File: src/rtl/piso_pkg.sv
package piso_pkg;
  typedef struct packed {
    logic doLoad;
    logic passThru;
    logic doClear;
    logic doShift;
  } strobe_t;
endpackage

File: src/rtl/piso_ctrl.sv
module piso_ctrl
  import piso_pkg::*;
(
  input  logic    clk,
  input  logic    rstN,
  input  logic    storeEn,
  input  logic    shiftEn,
  input  logic    loadN,
  input  logic    clearN,
  output strobe_t strb,
  output logic    badCombo
);
  logic loadAct;
  logic clearAct;

  always_comb begin
    loadAct       = !loadN;
    clearAct      = !clearN;
    badCombo      = loadAct && clearAct;
    // clear wins in the double-low case (resolved to zeros)
    strb.doClear  = clearAct;
    strb.doLoad   = loadAct && !clearAct;
    strb.passThru = storeEn;
    strb.doShift  = shiftEn && !loadAct && !clearAct;
  end

  // the flag must never coincide with a load decision
  p_flag_blocks_load_r6: assert property (@(posedge clk) disable iff (!rstN)
    badCombo |-> (strb.doClear && !strb.doLoad));

  // shifting never occurs while either override is active
  p_shift_overridden_r3: assert property (@(posedge clk) disable iff (!rstN)
    (!loadN || !clearN) |-> !strb.doShift);
endmodule

File: src/rtl/piso_datapath.sv
module piso_datapath
  import piso_pkg::*;
#(
  parameter int WIDTH = 8
) (
  input  logic             clk,
  input  logic             rstN,
  input  logic [WIDTH-1:0] parIn,
  input  logic             storeEn,
  input  logic             serIn,
  input  strobe_t          strb,
  output logic             serOut
);
  localparam int TOP = WIDTH - 1;

  logic [WIDTH-1:0] capReg;
  logic [WIDTH-1:0] shReg;
  logic [WIDTH-1:0] shiftNext;
  logic [WIDTH-1:0] loadSrc;

  // capture stage
  always_ff @(posedge clk) begin
    if (!rstN)        capReg <= '0;
    else if (storeEn) capReg <= parIn;
  end

  // per-stage shift source
  genvar gi;
  generate
    for (gi = 0; gi < WIDTH; gi++) begin : g_stage
      if (gi == 0) begin : g_first
        assign shiftNext[gi] = serIn;
      end else begin : g_rest
        assign shiftNext[gi] = shReg[gi-1];
      end
    end
  endgenerate

  assign loadSrc = strb.passThru ? parIn : capReg;

  always_ff @(posedge clk) begin
    if (!rstN)              shReg <= '0;
    else if (strb.doClear)  shReg <= '0;
    else if (strb.doLoad)   shReg <= loadSrc;
    else if (strb.doShift)  shReg <= shiftNext;
  end

  assign serOut = shReg[TOP];

  // a clear decision leaves zeros behind
  p_clear_zero_r5: assert property (@(posedge clk) disable iff (!rstN)
    strb.doClear |=> (shReg == '0));

  // load without pass-through copies the held snapshot
  p_load_copy_r3: assert property (@(posedge clk) disable iff (!rstN)
    (strb.doLoad && !strb.passThru) |=> (shReg == $past(capReg)));

  // load with a simultaneous capture takes the live word
  p_load_pass_r4: assert property (@(posedge clk) disable iff (!rstN)
    (strb.doLoad && strb.passThru) |=> (shReg == $past(parIn)));

  // one-place shift with serial entry at stage 0
  p_shift_step_r7: assert property (@(posedge clk) disable iff (!rstN)
    strb.doShift |=> (shReg == {$past(shReg[TOP-1:0]), $past(serIn)}));

  // the capture stage only changes under its strobe
  p_capture_hold_r8: assert property (@(posedge clk) disable iff (!rstN)
    !storeEn |=> $stable(capReg));

  // no decision, no change
  p_idle_hold_r9: assert property (@(posedge clk) disable iff (!rstN)
    (!strb.doClear && !strb.doLoad && !strb.doShift) |=> $stable(shReg));
endmodule

File: src/rtl/piso_buffered.sv
module piso_buffered
  import piso_pkg::*;
#(
  parameter int WIDTH = 8
) (
  input  logic             clk,
  input  logic             rstN,
  input  logic [WIDTH-1:0] parIn,
  input  logic             storeEn,
  input  logic             shiftEn,
  input  logic             loadN,
  input  logic             clearN,
  input  logic             serIn,
  output logic             serOut,
  output logic             badCombo
);
  strobe_t strb;

  piso_ctrl u_ctrl (
    .clk      (clk),
    .rstN     (rstN),
    .storeEn  (storeEn),
    .shiftEn  (shiftEn),
    .loadN    (loadN),
    .clearN   (clearN),
    .strb     (strb),
    .badCombo (badCombo)
  );

  piso_datapath #(.WIDTH(WIDTH)) u_dp (
    .clk     (clk),
    .rstN    (rstN),
    .parIn   (parIn),
    .storeEn (storeEn),
    .serIn   (serIn),
    .strb    (strb),
    .serOut  (serOut)
  );

  // after a double-low edge the output stage reads zero
  p_double_low_zero_r6: assert property (@(posedge clk) disable iff (!rstN)
    badCombo |=> (serOut == 1'b0));
endmodule

File: config.mk
export PLATFORM = sky130hd
export DESIGN_NAME = piso_buffered
export DESIGN_NICKNAME = d
export VERILOG_FILES = /design/src/rtl/piso_pkg.sv /design/src/rtl/piso_ctrl.sv /design/src/rtl/piso_datapath.sv /design/src/rtl/piso_buffered.sv
export SDC_FILE = /design/constraint.sdc
export NUM_CORES = 1
export LEC_CHECK = 0
export BUFFER_PORTS_ARGS = -buffer_cell sky130_fd_sc_hd__buf_2
export CAP_MARGIN = 20
export CORE_ASPECT_RATIO = 1.5
export CORE_MARGIN = 2
export CORE_UTILIZATION = 25
export DETAILED_ROUTE_END_ITERATION = 8
export REMOVE_ABC_BUFFERS = 1
export SETUP_SLACK_MARGIN = 0.15
export SLEW_MARGIN = 10
export SYNTH_ARGS = -nofsm -noshare
export SYNTH_HDL_FRONTEND = slang
export SYNTH_SLANG_ARGS = --single-unit
File: constraint.sdc
create_clock -name clk -period 1.3 [get_ports clk]
set_clock_uncertainty 0.2 [all_clocks]
set_input_delay 0 -clock clk [delete_from_list [all_inputs] [get_ports clk]]
set_output_delay 0 -clock clk [all_outputs]
set_load 0.05 [all_outputs]
# --- Yosys cells after proc, flatten, opt, wreduce, memory -nomap -nowiden ---
# Index checks and enable logic that the tools add are counted.
totals:
  wordCells: 13
  in_bits: 15
  register_bits: 16
  output_inout_bits: 2
classes:
  reduce_logical: 8
  n_mux: 3
ops:
  columns: ["cell", "n"]
  rows:
  - ["8-bit 2-to-1 mux", 3]
  - ["1-bit logical AND", 4]
  - ["1-bit logical NOT", 2]
  - ["2-bit AND reduction", 1]
  - ["2-bit nonzero test", 1]

# --- Depth between registers and ports, before layout ---
# Gate-level depths: netlist of the first run.
depth:
  word_depth: 4
  mapped_depth: 4
  depth_no_buf: 3

# --- By module ---
# Synthesis of the first run repeated with hierarchy kept, for this count alone.
unflattened:
  hier_cells: 69
  area_unflattened_um2: 799.5
by_module_without_submodules:
  columns: ["module", "cells_each", "instances", "seq_area_each_um2", "area_each_um2"]
  rows:
  - ["piso_datapath", 63, 1, 320.3, 760.7]
  - ["piso_ctrl", 6, 1, 0.0, 38.8]

# --- Worst setup path before layout of the first run ---
# No wires, ideal clock.
synth_timing:
  path_type: "register -> register"
  from: "register, netlist name u_dp.shReg[7]"
  to: "register u_dp.shReg[7]"
  setup_slack_ns: 0.130
  setup_time_ns: 0.070
  required_time_ns: 1.030
  arrival_ns: 0.900
  path_stages_with_launch: 3
  synth_period_minus_slack_ns: 1.170
  path_buffers: 0
  cell_sequence: "dfxtp_1 > o21ai_0 > a21boi_1"
synth_rtl:
  columns: ["item", "line_no", "rtl"]
  rows:
  - ["end signal, assigned", "piso_datapath.sv:44", "else if (strb.doLoad) shReg <= loadSrc;"]
  - ["end signal, assigned", "piso_datapath.sv:45", "else if (strb.doShift) shReg <= shiftNext;"]
  - ["end, declared", "piso_datapath.sv:17", "logic [WIDTH-1:0] shReg;"]

# --- Final worst setup path of the first run ---
layout_timing:
  from: "input parIn[0]"
  to: "register u_dp.capReg[0]"
layout_via:
  elab_chain_cells: 1
layout_lines:
  columns: ["item", "line_no", "rtl"]
  rows:
  - ["start, declared", "piso_buffered.sv:8", "input logic [WIDTH-1:0] parIn,"]
  - ["8-bit 2-to-1 mux", null, null]
  - ["end signal, assigned", "piso_datapath.sv:24", "else if (storeEn) capReg <= parIn;"]
  - ["end, declared", "piso_datapath.sv:16", "logic [WIDTH-1:0] capReg;"]
# Every way passes these cells.
# A chain may end at the register's enable or synchronous reset.

==> results of run 1 <==
==> cell usage after synthesis <==
library cell,n,share of area
nor2_1,5,0.027
nand2b_1,2,0.018
and2b_1,1,0.011
nor2b_1,4,0.036
a211oi_1,2,0.022
nor3_1,4,0.029
o21ai_0,7,0.050
buf_2,3,0.022
o21a_1,1,0.011
a21boi_0,1,0.011
clkinv_1,2,0.011
nand2_1,1,0.0054
mux2i_1,3,0.043
a2111oi_2,1,0.022
buf_6,1,0.016
mux2_2,4,0.065
a21boi_1,1,0.011
and2_1,6,0.054
a21oi_1,6,0.043
mux2_1,1,0.016
dfxtp_1,16,0.46
o2111ai_1,1,0.013
clkbuf_1,1,0.0054
==> tightest hold or removal path: stages <==
cell and delay, ps:
buf_2 70, mux2_4 140, and2_1 110
==> layout make-up <==
type | instances | area [sq um]
flip-flops and latches | 16 | 323
multi-input cells | 51 | 377
inverters | 2 | 7.51
well taps | 37 | 46.3
clock buffers | 4 | 55.1
fillers | 288 | 1670
repair buffers | 25 | 170
==> flip-flops by register name, summed over array words and instances, names as in the netlist <==
signal and flops:
u_dp.capReg 8, u_dp.shReg 8
==> stage by stage <==
stage | util | hold slack, ps | total power, W
floorplan | - | -78.3 | 0.000607
global placement | 0.302 | 99.5 | 0.000659
detailed placement | 0.302 | 99.5 | 0.000663
CTS | 0.357 | -91.0 | 0.00112
global route | 0.370 | -81.8 | 0.00117
finish | 0.370 | -95.0 | 0.00113
==> repair_timing <==
| action | CTS | global route |
|---|---|---|
| pin swaps | 4 | 5 |
| endpoints found under the setup margin | 2 | 10 |
| buffers inserted | 0 | 0 |
| endpoints found under the hold margin | 15 | 8 |
| gates resized for setup | 2 | 11 |
==> kinds of logic after synthesis <==
family / after synthesis
AOI/OAI and AO/OA: 20
buffers and inverters: 7
DFF: 16
muxes: 8
and+or+nand+nor: 23
==> power groups by stage <==
stage / combinational, W / clock, W / sequential (W)
2_1_floorplan: 0.0000761 / 0 / 0.000531
3_3_place_gp: 0.000130 / 0 / 0.000529
3_5_place_dp: 0.000133 / 0 / 0.000530
4_1_cts: 0.000157 / 0.000444 / 0.000519
5_1_grt: 0.000187 / 0.000456 / 0.000522
6_report: 0.000170 / 0.000439 / 0.000521
==> metal layers <==
layer  up-vias  global-route usage  routed length (um)
met5         -                   0                   0
met4         0              0.0729                  51
met3         6             0.00781                  35
met2        12               0.178                 736
met1       282               0.114                 676
li1        305                   -                   -
==> path summary, 6_finish.rpt <==
check | slack, ps | end | cells after the start | start
max | 170 | u_dp.capReg[0] | 4 | parIn[0]
min | -90 | u_dp.capReg[7] | 3 | parIn[7]
max reg2reg | 190 | u_dp.shReg[7] | 3 | u_dp.capReg[7]
min reg2reg | 290 | u_dp.shReg[7] | 2 | u_dp.shReg[7]
==> flow_metrics.env, run 1 <==
export IMPL_io_pins=17
export IMPL_n_antenna_cell=0
export IMPL_fin_hold_ws_ps=-95.0
export IMPL_final_common_cell="buf_2"
export IMPL_grt_ovfl_total=0
export IMPL_max_freq_mhz=884
export IMPL_slew_viol_final=0
export IMPL_synth_seq_cells=16
export IMPL_grt_pass1_wl_um=2400
export IMPL_grt_total_usage=0.103
export IMPL_postRouteAntennaNets=0
export IMPL_power_density_nw_per_um2=1150
export IMPL_synth_area_mux_share=0.124
export IMPL_coreArea_sq_um=2650
export IMPL_pwr_share_seq=0.461
export IMPL_clock_sinks=16
export IMPL_grt_max_degree=13
export IMPL_die_h_um=68.6
export IMPL_criticalPathCategory="in2reg"
export IMPL_clock_path_buffers=2
export IMPL_io_buffers=16
export IMPL_power_frac_comb=0.150
export IMPL_ctsHtreeMaxLevel=1
export IMPL_hold_viol=9
export IMPL_layout_common_cells="16 x buf_2, 14 x dfxtp_1, 7 x o21ai_0, 7 x dlygate4sd3_1"
export IMPL_area_growth_pct=40.6
export IMPL_num_rows=23
export IMPL_endpoint_kind="flip-flop"
export IMPL_instances_no_fill=135
export IMPL_drive_above_1_share=0.337
export IMPL_p_int_w=0.000870
export IMPL_leakage_nw=0.408
export IMPL_crit_chain="dlygate4sd3_1 -> buf_2 -> mux2_4 -> and2_1"
export IMPL_final_area_sq_um=978
export IMPL_crit_family="buffers and inverters"
export IMPL_synthAdderAreaFrac=0
export IMPL_num_vias=605
export IMPL_wire_per_inst_um=11.1
export IMPL_rsz0062_at_grt="yes"
export IMPL_dp_slack_ps=132
export IMPL_root_buffer="clkbuf_8"
export IMPL_crit_path_top_delay_cell="dlygate4sd3_1"
export IMPL_finalWeightedCongestion=0.778
export IMPL_numCtsBuffers=3
export IMPL_cpPeakStageDelay_ps=530
export IMPL_viasPerCell=4.48
export IMPL_ys_warn_count=0
export IMPL_clock_latency_ps=250
export IMPL_worst_ep_arrival_time_ps=1080
export IMPL_setup_viol=0
export IMPL_final_period_utilization=0.871
export IMPL_clkPwrFrac=0.389
export IMPL_dr_pass1_iters=3
export IMPL_crit_required_ps=1240
export IMPL_finalSetupTns_ps=0
export IMPL_vdd_drop_max_mv=0.736
export IMPL_sw_frac_of_total=0.230
export IMPL_postSynthCellCount=74
export IMPL_yosys_area_share_simple=0.180
export IMPL_synth_top_family_by_area="compound AO/OA/AOI/OAI gates"
export IMPL_placed_cells=123
export IMPL_max_slew_margin=0.782
export IMPL_holdBufCountCts=8
export IMPL_dpl_cell_area_sq_um=800
export IMPL_drc=0
export IMPL_seq_area_frac_synth=0.460
export IMPL_fin_nets=114
export IMPL_drt_wl_total_um=1500
export IMPL_antenna_found_initial=0
export IMPL_cp_max_fo=2
export IMPL_status="finished, violations left"
export IMPL_syn_avg_cell_area_sq_um=9.40
export IMPL_worst_hold_path_type="in2reg"
export IMPL_p_switching_w=0.000260
export IMPL_clkTransAtPathRegs_ps=60
export IMPL_drt_first_iter_violations=4
export IMPL_worst_pin_slew_ps=327
export IMPL_setup_ws_ps=168
export IMPL_start_util=0.263
export IMPL_synth_compound_area_frac=0.182
export IMPL_finalCriticalPeriod_ps=1130
export IMPL_yosysUniqueCellTypes=23
export IMPL_startpoint_type="input port"
export IMPL_violations="hold timing"
export IMPL_yosys_area_share_xor_xnor=0
export IMPL_fp_dieArea_sq_um=3230
export IMPL_cts_tree="yes"
export IMPL_first_global_vias=600
export IMPL_syn_cell_area_sq_um=696
export IMPL_die_w_um=47.1
export IMPL_critPathBufInv=2
export IMPL_dp_hpwl_um=1110
export IMPL_cap_violations=0
Power figures use the tool's default switching activity.
==> inputs of run 2 (changes only) <==
- CORE_ASPECT_RATIO: 1.5 -> 0.5
==> run 2 against run 1 <==
  * Via count shrank 3.8%
  * Total power decreased by 8.0%
  * Critical endpoint is now u_dp.shReg[7]
  * Sequential power is essentially flat
  * Non-clock buffer count did not move
  * Sequential share of layout area increased by 1.1 points
  * Cell area decreased by 3.6%
  * Combinational power shrank 6%
  * Utilization fell by 0.93 points
  * The flow still finishes with violations (hold timing)
==> flow_metrics.env, run 2 (synthesis results as in run 1) <==
export IMPL_hold_viol=9
export IMPL_holdBufCountCts=9
export IMPL_drt_first_iter_violations=11
export IMPL_r2r_start="u_dp.capReg[7]"
export IMPL_power_density_nw_per_um2=1100
export IMPL_vdd_drop_max_mv=0.493
export IMPL_die_h_um=41.3
export IMPL_finalWeightedCongestion=0.690
export IMPL_worst_pin_slew_ps=334
export IMPL_max_freq_mhz=882
export IMPL_power_w=0.00104
export IMPL_ctsHtreeMaxLevel=1
export IMPL_leakage_nw=0.374
export IMPL_clock_sinks=16
export IMPL_grt_pass1_wl_um=2240
export IMPL_reg_largest_list="u_dp.capReg (8), u_dp.shReg (8)"
export IMPL_clock_path_buffers=2
export IMPL_setup_viol=0
export IMPL_rrSetupSlack_ps=170
export IMPL_viasPerCell=4.34
export IMPL_worst_hold_path_type="in2reg"
export IMPL_num_vias=582
export IMPL_dp_hpwl_um=968
export IMPL_postRouteAntennaNets=0
export IMPL_area_growth_pct=35.6
export IMPL_drc=0
export IMPL_crit_required_ps=1230
export IMPL_max_slew_margin=0.777
export IMPL_io_pins=17
export IMPL_hold_path_startpoint="parIn[7]"
export IMPL_final_period_utilization=0.872
export IMPL_root_buffer="clkbuf_8"
export IMPL_min_to="u_dp.capReg[7]"
export IMPL_final_common_cell="buf_2"
export IMPL_setup_worst_path_start="u_dp.capReg[7]"
export IMPL_cts_setup_buffers=0
export IMPL_clock_latency_ps=240
export IMPL_coreArea_sq_um=2620
export IMPL_status="finished, violations left"
export IMPL_grt_total_usage=0.0973
export IMPL_endpoint_kind="flip-flop"
export IMPL_cap_violations=0
export IMPL_worstHoldPathCells=3
export IMPL_fin_hold_ws_ps=-92.4
export IMPL_finalCriticalPeriod_ps=1130
export IMPL_numCtsBuffers=3
export IMPL_first_global_vias=475
export IMPL_io_buffers=16
export IMPL_wire_per_inst_um=10.8
export IMPL_drive_above_1_share=0.309
export IMPL_layout_common_cells="16 x buf_2, 15 x dfxtp_1, 9 x dlygate4sd3_1"
export IMPL_regArea_sq_um=322
export IMPL_die_w_um=78.6
export IMPL_cp_max_fo=2
export IMPL_clkTransAtPathRegs_ps=60
export IMPL_worst_ep_arrival_time_ps=1070
export IMPL_rsz0062_at_grt="yes"
export IMPL_fin_nets=114
export IMPL_fp_dieArea_sq_um=3250
export IMPL_reg2reg_depth=3
export IMPL_startpoint_type="flip-flop"
export IMPL_slew_viol_final=0
export IMPL_n_antenna_cell=0
export IMPL_fillerInstances=268
export IMPL_violations="hold timing"
export IMPL_criticalPathCategory="reg2reg"
export IMPL_dr_pass1_iters=4
export IMPL_start_util=0.266
export IMPL_r2r_end="u_dp.shReg[7]"
export IMPL_antenna_found_initial=0
export IMPL_drt_wl_total_um=1440
export IMPL_grt_ovfl_total=0
export IMPL_finalSetupTns_ps=0
export IMPL_multi_input_comb_area_sq_um=357
export IMPL_grt_max_degree=13
export IMPL_cts_tree="yes"
export IMPL_num_rows=13
==> run 2: final cells by class <==
class,count,share of cell area
Clock buffer,3,0.0438
Tap cell,37,0.0491
Multi-Input combinational cell,51,0.378
Sequential cell,16,0.341
Inverter,2,0.00796
Timing Repair Buffer,25,0.180
==> run 2: how the worst max path moves through the flow <==
stage | to | slack, ps | cells after the start
5_1_grt | u_dp.shReg[7] | 120 | 3
2_1_floorplan | u_dp.shReg[7] | 130 | 2
3_5_place_dp | u_dp.shReg[7] | 130 | 4
3_3_place_gp | u_dp.shReg[6] | 150 | 3
6_report | u_dp.shReg[7] | 170 | 3
4_1_cts | u_dp.shReg[7] | 150 | 3
==> run 2: metal layers <==
| layer | share of wire | track usage |
|---|---|---|
| met3 | 0.033 | 0.0388 |
| met2 | 0.46 | 0.152 |
| met4 | 0.025 | 0.0789 |
| met5 | 0 | 0 |
| met1 | 0.48 | 0.113 |
==> run 2: repair_timing <==
action	in CTS	in global routing
endpoints found under the setup margin	2	5
gates resized for setup	1	5
pin swaps	3	2
endpoints found under the hold margin	15	9
==> run 2: power breakdown <==
group | switching [W] | internal [W]
combinational | 0.0000779 | 0.0000807
sequential | 0.00000661 | 0.000513
clock | 0.000155 | 0.000205
total | 0.000240 | 0.000799
==> run 2: critical path: stages (launching register included) <==
cell and delay, ps:
dfxtp_1 300, mux2_4 270, o2111ai_2 180, a21boi_1 80
==> run 2: through the flow <==
stage	util	setup slack, ps	cells	hold WS (ps)	cell area [sq um]
after CTS	0.354	153	134	-97.3	927
after global routing	0.360	122	134	-90.4	943
after detailed placement	0.302	126	122	104	792
final	0.360	167	134	-92.4	943
after global placement	0.302	155	122	95.0	792
after floorplan	-	130	69	-78.3	666
